--- src/rtl/owt_pkg.sv ---
package owt_pkg;

    localparam int unsigned OP_W = 8;

    localparam logic [OP_W-1:0] OP_READ      = 8'h33;
    localparam logic [OP_W-1:0] OP_CREAD     = 8'h0F;
    localparam logic [OP_W-1:0] OP_MATCH     = 8'h55;
    localparam logic [OP_W-1:0] OP_OD_MATCH  = 8'h69;
    localparam logic [OP_W-1:0] OP_SEARCH    = 8'hF0;
    localparam logic [OP_W-1:0] OP_CSEARCH   = 8'hEC;
    localparam logic [OP_W-1:0] OP_SKIP      = 8'hCC;
    localparam logic [OP_W-1:0] OP_OD_SKIP   = 8'h3C;

    // Phases of the addressing sequence
    typedef enum logic [2:0] {
        PH_CMD,
        PH_ROM,
        PH_SEARCH,
        PH_XFER,
        PH_IDLE
    } phase_e;

    // Slot inside one search triplet
    typedef enum logic [1:0] {
        SLOT_TRUE,
        SLOT_COMP,
        SLOT_DIR
    } slot_e;

    // One link-layer event
    typedef struct packed {
        logic rst_ev;
        logic bit_ev;
        logic bit_val;
    } link_ev_t;

    // Phase entered once a command byte is complete
    function automatic phase_e phase_after(input logic [OP_W-1:0] op);
        phase_e nx;
        case (op)
            OP_READ, OP_CREAD, OP_MATCH, OP_OD_MATCH: nx = PH_ROM;
            OP_SEARCH, OP_CSEARCH:                    nx = PH_SEARCH;
            OP_SKIP, OP_OD_SKIP:                      nx = PH_XFER;
            default:                                  nx = PH_IDLE;
        endcase
        return nx;
    endfunction

endpackage

--- src/rtl/owt_shift_collect.sv ---
module owt_shift_collect #(
    parameter int unsigned W = 8
) (
    input  logic         clk,
    input  logic         rst,
    input  logic         clr,
    input  logic         take,
    input  logic         din,
    output logic         last,
    output logic [W-1:0] word
);
    localparam int unsigned CW = (W > 1) ? $clog2(W) : 1;

    logic [CW-1:0] cnt;
    logic [W-1:0]  sh;

    // LSB first: newest bit enters at the top and moves down
    assign word = {din, sh[W-1:1]};
    assign last = take && (cnt == CW'(W - 1));

    always_ff @(posedge clk) begin
        if (rst || clr) begin
            cnt <= '0;
        end else if (take) begin
            cnt <= last ? '0 : cnt + 1'b1;
        end
    end

    always_ff @(posedge clk) begin
        if (rst) begin
            sh <= '0;
        end else if (take) begin
            sh <= word;
        end
    end

endmodule

--- src/rtl/owt_search_collect.sv ---
module owt_search_collect
    import owt_pkg::*;
#(
    parameter int unsigned W = 64
) (
    input  logic         clk,
    input  logic         rst,
    input  logic         clr,
    input  logic         take,
    input  logic         din,
    output logic         last,
    output logic [W-1:0] word,
    output logic         nodev
);
    localparam int unsigned CW = (W > 1) ? $clog2(W) : 1;

    slot_e         slot;
    logic [CW-1:0] pos;
    logic          t_hold;
    logic [W-1:0]  true_v;
    logic [W-1:0]  comp_v;
    logic [W-1:0]  dir_v;

    assign word  = {din, dir_v[W-1:1]};
    assign last  = take && (slot == SLOT_DIR) && (pos == CW'(W - 1));
    assign nodev = |(true_v & comp_v);

    always_ff @(posedge clk) begin
        if (rst || clr) begin
            slot   <= SLOT_TRUE;
            pos    <= '0;
            t_hold <= 1'b0;
            true_v <= '0;
            comp_v <= '0;
        end else if (take) begin
            case (slot)
                SLOT_TRUE: begin
                    t_hold <= din;
                    slot   <= SLOT_COMP;
                end
                SLOT_COMP: begin
                    // true and complement of one position shift in together
                    true_v <= {t_hold, true_v[W-1:1]};
                    comp_v <= {din, comp_v[W-1:1]};
                    slot   <= SLOT_DIR;
                end
                SLOT_DIR: begin
                    slot <= SLOT_TRUE;
                    pos  <= last ? '0 : pos + 1'b1;
                end
                default: slot <= SLOT_TRUE;
            endcase
        end
    end

    always_ff @(posedge clk) begin
        if (rst) begin
            dir_v <= '0;
        end else if (take && (slot == SLOT_DIR)) begin
            dir_v <= word;
        end
    end

endmodule

--- src/rtl/owt_phase_ctrl.sv ---
module owt_phase_ctrl
    import owt_pkg::*;
#(
    parameter int unsigned ROM_W = 64
) (
    input  logic             clk,
    input  logic             rst,
    input  link_ev_t         ev,
    input  logic             byte_last,
    input  logic [OP_W-1:0]  byte_word,
    input  logic             rom_last,
    input  logic [ROM_W-1:0] rom_word,
    input  logic             srch_last,
    input  logic [ROM_W-1:0] srch_word,
    output logic             clr_all,
    output logic             take_byte,
    output logic             take_rom,
    output logic             take_srch,
    output logic             cmd_valid,
    output logic [OP_W-1:0]  cmd_code,
    output logic             rom_valid,
    output logic [ROM_W-1:0] rom_addr,
    output logic             byte_valid,
    output logic [OP_W-1:0]  byte_data
);
    phase_e phase;
    logic   bit_go;

    // a bus reset event overrides a bit event in the same cycle
    assign bit_go    = ev.bit_ev && !ev.rst_ev;
    assign clr_all   = ev.rst_ev;
    assign take_byte = bit_go && ((phase == PH_CMD) || (phase == PH_XFER));
    assign take_rom  = bit_go && (phase == PH_ROM);
    assign take_srch = bit_go && (phase == PH_SEARCH);

    always_ff @(posedge clk) begin
        if (rst) begin
            phase      <= PH_CMD;
            cmd_valid  <= 1'b0;
            rom_valid  <= 1'b0;
            byte_valid <= 1'b0;
            cmd_code   <= '0;
            rom_addr   <= '0;
            byte_data  <= '0;
        end else begin
            cmd_valid  <= 1'b0;
            rom_valid  <= 1'b0;
            byte_valid <= 1'b0;
            if (ev.rst_ev) begin
                phase <= PH_CMD;
            end else begin
                case (phase)
                    PH_CMD: if (byte_last) begin
                        cmd_valid <= 1'b1;
                        cmd_code  <= byte_word;
                        phase     <= phase_after(byte_word);
                    end
                    PH_ROM: if (rom_last) begin
                        rom_valid <= 1'b1;
                        rom_addr  <= rom_word;
                        phase     <= PH_XFER;
                    end
                    PH_SEARCH: if (srch_last) begin
                        rom_valid <= 1'b1;
                        rom_addr  <= srch_word;
                        phase     <= PH_XFER;
                    end
                    PH_XFER: if (byte_last) begin
                        byte_valid <= 1'b1;
                        byte_data  <= byte_word;
                    end
                    default: ;
                endcase
            end
        end
    end

endmodule

--- src/rtl/owt_rom_tracker.sv ---
module owt_rom_tracker
    import owt_pkg::*;
#(
    parameter int unsigned ROM_W = 64
) (
    input  logic             clk,
    input  logic             rst,
    input  logic             link_rst,
    input  logic             link_bit,
    input  logic             link_val,
    output logic             cmd_valid,
    output logic [7:0]       cmd_code,
    output logic             rom_valid,
    output logic [ROM_W-1:0] rom_addr,
    output logic             byte_valid,
    output logic [7:0]       byte_data,
    output logic             search_nodev
);
    link_ev_t          ev;
    logic              clr_all;
    logic              take_byte;
    logic              take_rom;
    logic              take_srch;
    logic              byte_last;
    logic [OP_W-1:0]   byte_word;
    logic              rom_last;
    logic [ROM_W-1:0]  rom_word;
    logic              srch_last;
    logic [ROM_W-1:0]  srch_word;

    assign ev = '{rst_ev: link_rst, bit_ev: link_bit, bit_val: link_val};

    // shared by the command byte and the transport bytes
    owt_shift_collect #(.W(OP_W)) byte_col_i (
        .clk  (clk),
        .rst  (rst),
        .clr  (clr_all),
        .take (take_byte),
        .din  (ev.bit_val),
        .last (byte_last),
        .word (byte_word)
    );

    owt_shift_collect #(.W(ROM_W)) rom_col_i (
        .clk  (clk),
        .rst  (rst),
        .clr  (clr_all),
        .take (take_rom),
        .din  (ev.bit_val),
        .last (rom_last),
        .word (rom_word)
    );

    owt_search_collect #(.W(ROM_W)) srch_col_i (
        .clk   (clk),
        .rst   (rst),
        .clr   (clr_all),
        .take  (take_srch),
        .din   (ev.bit_val),
        .last  (srch_last),
        .word  (srch_word),
        .nodev (search_nodev)
    );

    owt_phase_ctrl #(.ROM_W(ROM_W)) ctrl_i (
        .clk        (clk),
        .rst        (rst),
        .ev         (ev),
        .byte_last  (byte_last),
        .byte_word  (byte_word),
        .rom_last   (rom_last),
        .rom_word   (rom_word),
        .srch_last  (srch_last),
        .srch_word  (srch_word),
        .clr_all    (clr_all),
        .take_byte  (take_byte),
        .take_rom   (take_rom),
        .take_srch  (take_srch),
        .cmd_valid  (cmd_valid),
        .cmd_code   (cmd_code),
        .rom_valid  (rom_valid),
        .rom_addr   (rom_addr),
        .byte_valid (byte_valid),
        .byte_data  (byte_data)
    );

endmodule

--- config.mk ---
export PLATFORM = sky130hd
export DESIGN_NAME = owt_rom_tracker
export DESIGN_NICKNAME = d
export VERILOG_FILES = /design/src/rtl/owt_pkg.sv /design/src/rtl/owt_shift_collect.sv /design/src/rtl/owt_search_collect.sv /design/src/rtl/owt_phase_ctrl.sv /design/src/rtl/owt_rom_tracker.sv
export SDC_FILE = /design/constraint.sdc
export NUM_CORES = 1
export LEC_CHECK = 0
export CAP_MARGIN = 20
export CORE_ASPECT_RATIO = 0.75
export CORE_MARGIN = 2
export CORE_UTILIZATION = 48
export DETAILED_ROUTE_END_ITERATION = 6
export DONT_BUFFER_PORTS = 1
export PLACE_DENSITY_LB_ADDON = 0.05
export SLEW_MARGIN = 10
export SYNTH_ARGS = -nofsm -noshare
export SYNTH_HDL_FRONTEND = slang
export SYNTH_SLANG_ARGS = --single-unit
--- constraint.sdc ---
create_clock -name clk -period 5.9 [get_ports clk]
set_clock_uncertainty 0.15 [all_clocks]
set_input_delay 0.59 -clock clk [delete_from_list [all_inputs] [get_ports clk]]
set_output_delay 0.59 -clock clk [all_outputs]
set_load 0.03 [all_outputs]
# [Yosys cells after proc, flatten, opt, wreduce, memory -nomap -nowiden]
# Index checks and enable logic that the tools add are counted.
[word_totals] in_bits=5 elab_cells=88 regBits=368 output_inout_bits=84
[classes] n_reduce_logical=29 add_sub_neg=3 mux=16 n_bitwise=4 n_eq_ne=19
[ops] op="$mux 64" count=2
[ops] op="$pmux 64 s2" count=1
[ops] op="$and 64x64->64" count=1
[ops] op="$reduce_or 64->1" count=1
[ops] op="$eq 8x8->1 const B" count=3
[ops] op="$pmux 3 s3" count=2
[ops] op="$eq 8x6->1 const B" count=2
[ops] op="$eq 8x7->1 const B" count=2
[ops] op="$add 6x1->6 const B" count=2
[ops] op="$eq 6x6->1 const B" count=2
[ops] op="$mux 3" count=4
[ops] op="$mux 6" count=2
[ops] op="$eq 8x4->1 const B" count=1
[ops] op="$logic_and 1x1->1" count=8
[ops] op="$reduce_and 4->1" count=2
[ops] op="$eq 3x2->1 const B" count=2
[ops] op="$ne 2x2->1 const B" count=3
[ops] op="$reduce_and 2->1" count=3
[ops] op="$reduce_and 3->1" count=2
[ops] op="$reduce_or 2->1" count=3
[ops] op="$reduce_or 3->1" count=2
[ops] op="$pmux 2 s2" count=1
[ops] op="$reduce_or 4->1" count=1
[ops] op="$add 3x1->3 const B" count=1
[ops] op="13 further kinds" count=18

# [Depth between registers and ports, before layout]
[depth] word_depth=7 mapped_depth=8 mapped_depth_nobuf=6

# [By module]
# Synthesis repeated with hierarchy kept, for this count alone.
[hier_totals] cells_unflattened=1572 hier_area_um2=14295.0
[modules_own_cells] mod="owt_search_collect" area_per_inst_um2=7245.7 n_inst=1 cells_per_inst=910 seq_area_each_um2=4003.8
[modules_own_cells] mod="owt_phase_ctrl" area_per_inst_um2=4141.5 n_inst=1 cells_per_inst=387 seq_area_each_um2=1721.7
[modules_own_cells] mod="owt_shift_collect at rom_col_i" area_per_inst_um2=2497.4 n_inst=1 cells_per_inst=235 seq_area_each_um2=1381.3
[modules_own_cells] mod="owt_shift_collect at byte_col_i" area_per_inst_um2=410.4 n_inst=1 cells_per_inst=40 seq_area_each_um2=200.2

# [Least setup slack after synthesis]
# Ideal clock, no wire load.
[synth_path] path_kind="register -> output" startpoint="register srch_col_i.comp_v[17]" endpoint="output search_nodev" t_required_ps=5160 path_stages_with_launch=5 slack_ps=3655 t_arrival_ps=1505 path_buffers=0 path_cell_list="dfxtp_1 > a22o_1 > a221oi_1 > nand4_1 > or4_1"
[synth_between] elab_chain_cells=2
[synth_rtl] item="from (decl)" line="owt_search_collect.sv:21" source="logic [W-1:0] comp_v;"
[synth_rtl] item="from (signal assigned)" line="owt_search_collect.sv:44" source="comp_v <= {din, comp_v[W-1:1]};"
[synth_rtl] item="$and 64x64->64" line="owt_search_collect.sv:26" source="assign nodev = |(true_v & comp_v);"
[synth_rtl] item="$reduce_or 64->1" line="owt_search_collect.sv:26"
[synth_rtl] item="to (decl)" line="owt_rom_tracker.sv:17" source="output logic search_nodev"
# Every way passes these cells.

# [Worst setup path in the final report]
[layout_path] startpoint="register srch_col_i.true_v[13]" endpoint="output search_nodev"
[layout_between] elab_chain_cells=2
[layout_rtl] item="from (decl)" line="owt_search_collect.sv:20" source="logic [W-1:0] true_v;"
[layout_rtl] item="from (signal assigned)" line="owt_search_collect.sv:43" source="true_v <= {t_hold, true_v[W-1:1]};"
[layout_rtl] item="$and 64x64->64" line="owt_search_collect.sv:26"
[layout_rtl] item="$reduce_or 64->1" line="owt_search_collect.sv:26"
# Every way passes these cells.

==> metrics.txt <==
DRC=0; Via density=5.457; final wirelength=33270 um; H-tree depth=2; Post-CTS Setup Inserts=0; XOR/XNOR share of the synthesized area=0.4848%; most frequent cell after synthesis=nand2_1; setup ws final=2.763 ns; core area=29320 um^2; Max-Cap Viols=0; Synth cell types=57; Post-synth EDFFs=0; Post-synth top cells=nand2_1, dfxtp_1, a21oi_1; clk_lat worst skew=0.52 ns; leading register cell type out of synthesis=dfxtp_1; static leakage=0.004672 uW; Max rail drop VDD=0.0001774 V; Simple-Gate Fraction of Synth Area=21.45%; Slew headroom=32.27%; DPL Wire Length=19850 um; Slew Limit Fails=0; Worst Tran Pin Value=1.016 ns; maximum root-to-sink buffer count=3; design area=15610 um^2; final hold violations=0; Die W=204.4 um; ys async rst share=0%; DR pass1 iterations=5; register area share after synthesis=50.56%; Initial Utilization=49.29%; FILL cells=2848; first-pass GRT wire length=53590 um; highest clock rate=318.8 MHz; CTS Buf Count=37; synthesis-to-layout area growth=7.999%; Die Area=31530 um^2; Routed Antenna Nets=0; CP endpoint kind=output pin; Finished Core Util=53.23%; total number of vias=11024; Synth Area in Compound Gates=16.79%; total negative slack=0 ns; post-synthesis cell area=14450 um^2; routability cong.=0.7489; DR iter-0 viols=767; Setup CP Type=reg -> out; largest family of logic cells by synthesized area=simple AND/OR/NAND/NOR gates; Die Y-Extent=154.3 um; clk slew on worst S/H paths=0.06 ns; total global routing overflow=0; syn_area_per_cell=8.593 um^2; site row count=54; n_diodes=0; CTS tree=yes; critical path data arrival time=2.40 ns; top-area cell type share of the netlist area=50.56%; Hold WC Path Type=in -> reg; mux cell area share after synthesis=5.064%; initial antenna violation count=0; dpl ws=2.746 ns; fin crit share=53.16%; Root Driver=clkbuf_16; Max FO, Critical Path=3; total global-route track usage=20.66%; Placed Area=14320 um^2; synthesized flop and latch total=365; io pins=89; layout cell share with drive strength beyond 1=8.722%; P per Cell Area=311.8 nW/um^2; Adder-Cell Fraction of Synth Area=0.3463%; WP data required=5.16 ns; pin count of the biggest net entering global routing=120; Syn. warnings=0; Final min period=3.137 ns; cell taking the most area after synthesis=dfxtp_1; number of global-route vias before repair=9918; syn nets=1691; main area contributors after synthesis=dfxtp_1, nand2_1, a21oi_1; status=finished clean; Final Net Count=1612; synthesized instance count=1682; CTS Sinks=365; Total Power=4866 uW; final setup fails=0; Startpoint Class=flop; WL/cell=16.47 um; PortBufs=0; unrepaired setup endpoints after global routing=false
## cells by family after synthesis
group                    Yosys count
AO/OA/AOI/OAI                    395
XOR/XNOR                           8
adder cells (fa/ha/maj)            4
buffers and inverters            138
flip-flops                       365
multiplexers                      73
AND/OR/NAND/NOR                  699
## sequential cells by signal (all words and copies together), names as in the netlist
signal and cells:
rom_col_i.cnt 6, srch_col_i.true_v 64, byte_col_i.cnt 3, rom_col_i.sh 63, ctrl_i.byte_data 8, srch_col_i.dir_v 63
srch_col_i.t_hold 1, ctrl_i.phase 3, ctrl_i.cmd_valid 1, byte_col_i.sh 7, ctrl_i.rom_valid 1, srch_col_i.slot 2
ctrl_i.byte_valid 1, srch_col_i.comp_v 64, srch_col_i.pos 6, ctrl_i.cmd_code 8, ctrl_i.rom_addr 64
## per-layer routing
| layer | wire, um | global-route usage (%) |
|---|---|---|
| met3 | 1477 | 3.666 |
| met5 | 0 | 0 |
| met1 | 17470 | 32.08 |
| met2 | 13890 | 29.43 |
| met4 | 431 | 4.762 |
## path summary, 6_finish.rpt
kind	start	endpoint	slack (ns)	cells after the start
max reg2reg	ctrl_i.phase[0]	srch_col_i.true_v[18]	2.94	5
min	link_val	srch_col_i.dir_v[63]	0.05	2
max	srch_col_i.true_v[13]	search_nodev	2.76	4
min reg2reg	byte_col_i.cnt[2]	byte_col_i.cnt[2]	0.30	2
## cell usage in the layout, fill, tap and decap left out, drive strengths merged, types with 4 or more instances in the layout
cell type,instances
nand2,540
nor2,21
nand2b,4
ha,4
nand3,17
nor3,71
o21ai,9
a211oi,65
clkbuf,58
inv,4
a221oi,16
buf,17
dfxtp,365
a22o,16
nor4bb,4
nand4,7
and3,4
xnor2,5
mux2i,72
a21oi,280
## stage by stage
| step | instances | hold slack (ns) |
|---|---|---|
| 2_1_floorplan | 1682 | 0.2815 |
| 3_3_place_gp | 1952 | 0.2910 |
| 3_5_place_dp | 1952 | 0.2974 |
| 4_1_cts | 2018 | 0.001309 |
| 5_1_grt | 2020 | 0.009973 |
| 6_report | 2020 | 0.05148 |
## final cells by class
cell class / count / area (um^2) / area share, %
Tap cell: 392 / 490.5 / 3.142
Inverter: 2 / 7.507 / 0.04810
Multi-Input combinational cell: 1179 / 6406 / 41.04
Clock inverter: 6 / 90.09 / 0.5772
Timing Repair Buffer: 18 / 182.7 / 1.170
Sequential cell: 365 / 7307 / 46.81
Clock buffer: 58 / 1125 / 7.206
## timing repair
item / CTS / global route
hold buffers: 2 / 0
endpoints found under the hold margin: 91 / 0
resized for setup: 0 / 0
## report_power, final
part	internal (uW)	switching [uW]	total, uW
clock network	1400	963	2360
logic	7.78	34.2	42.0
registers	2460	1.33	2470
## critical path, cell delays in order (launching register included)
cell      delay, ns
dfxtp_1        0.34
a22o_1         0.22
a221oi_1       0.42
nand4_1        0.18
or4_1          0.72
Note: power is estimated with default switching activity, not from simulation.
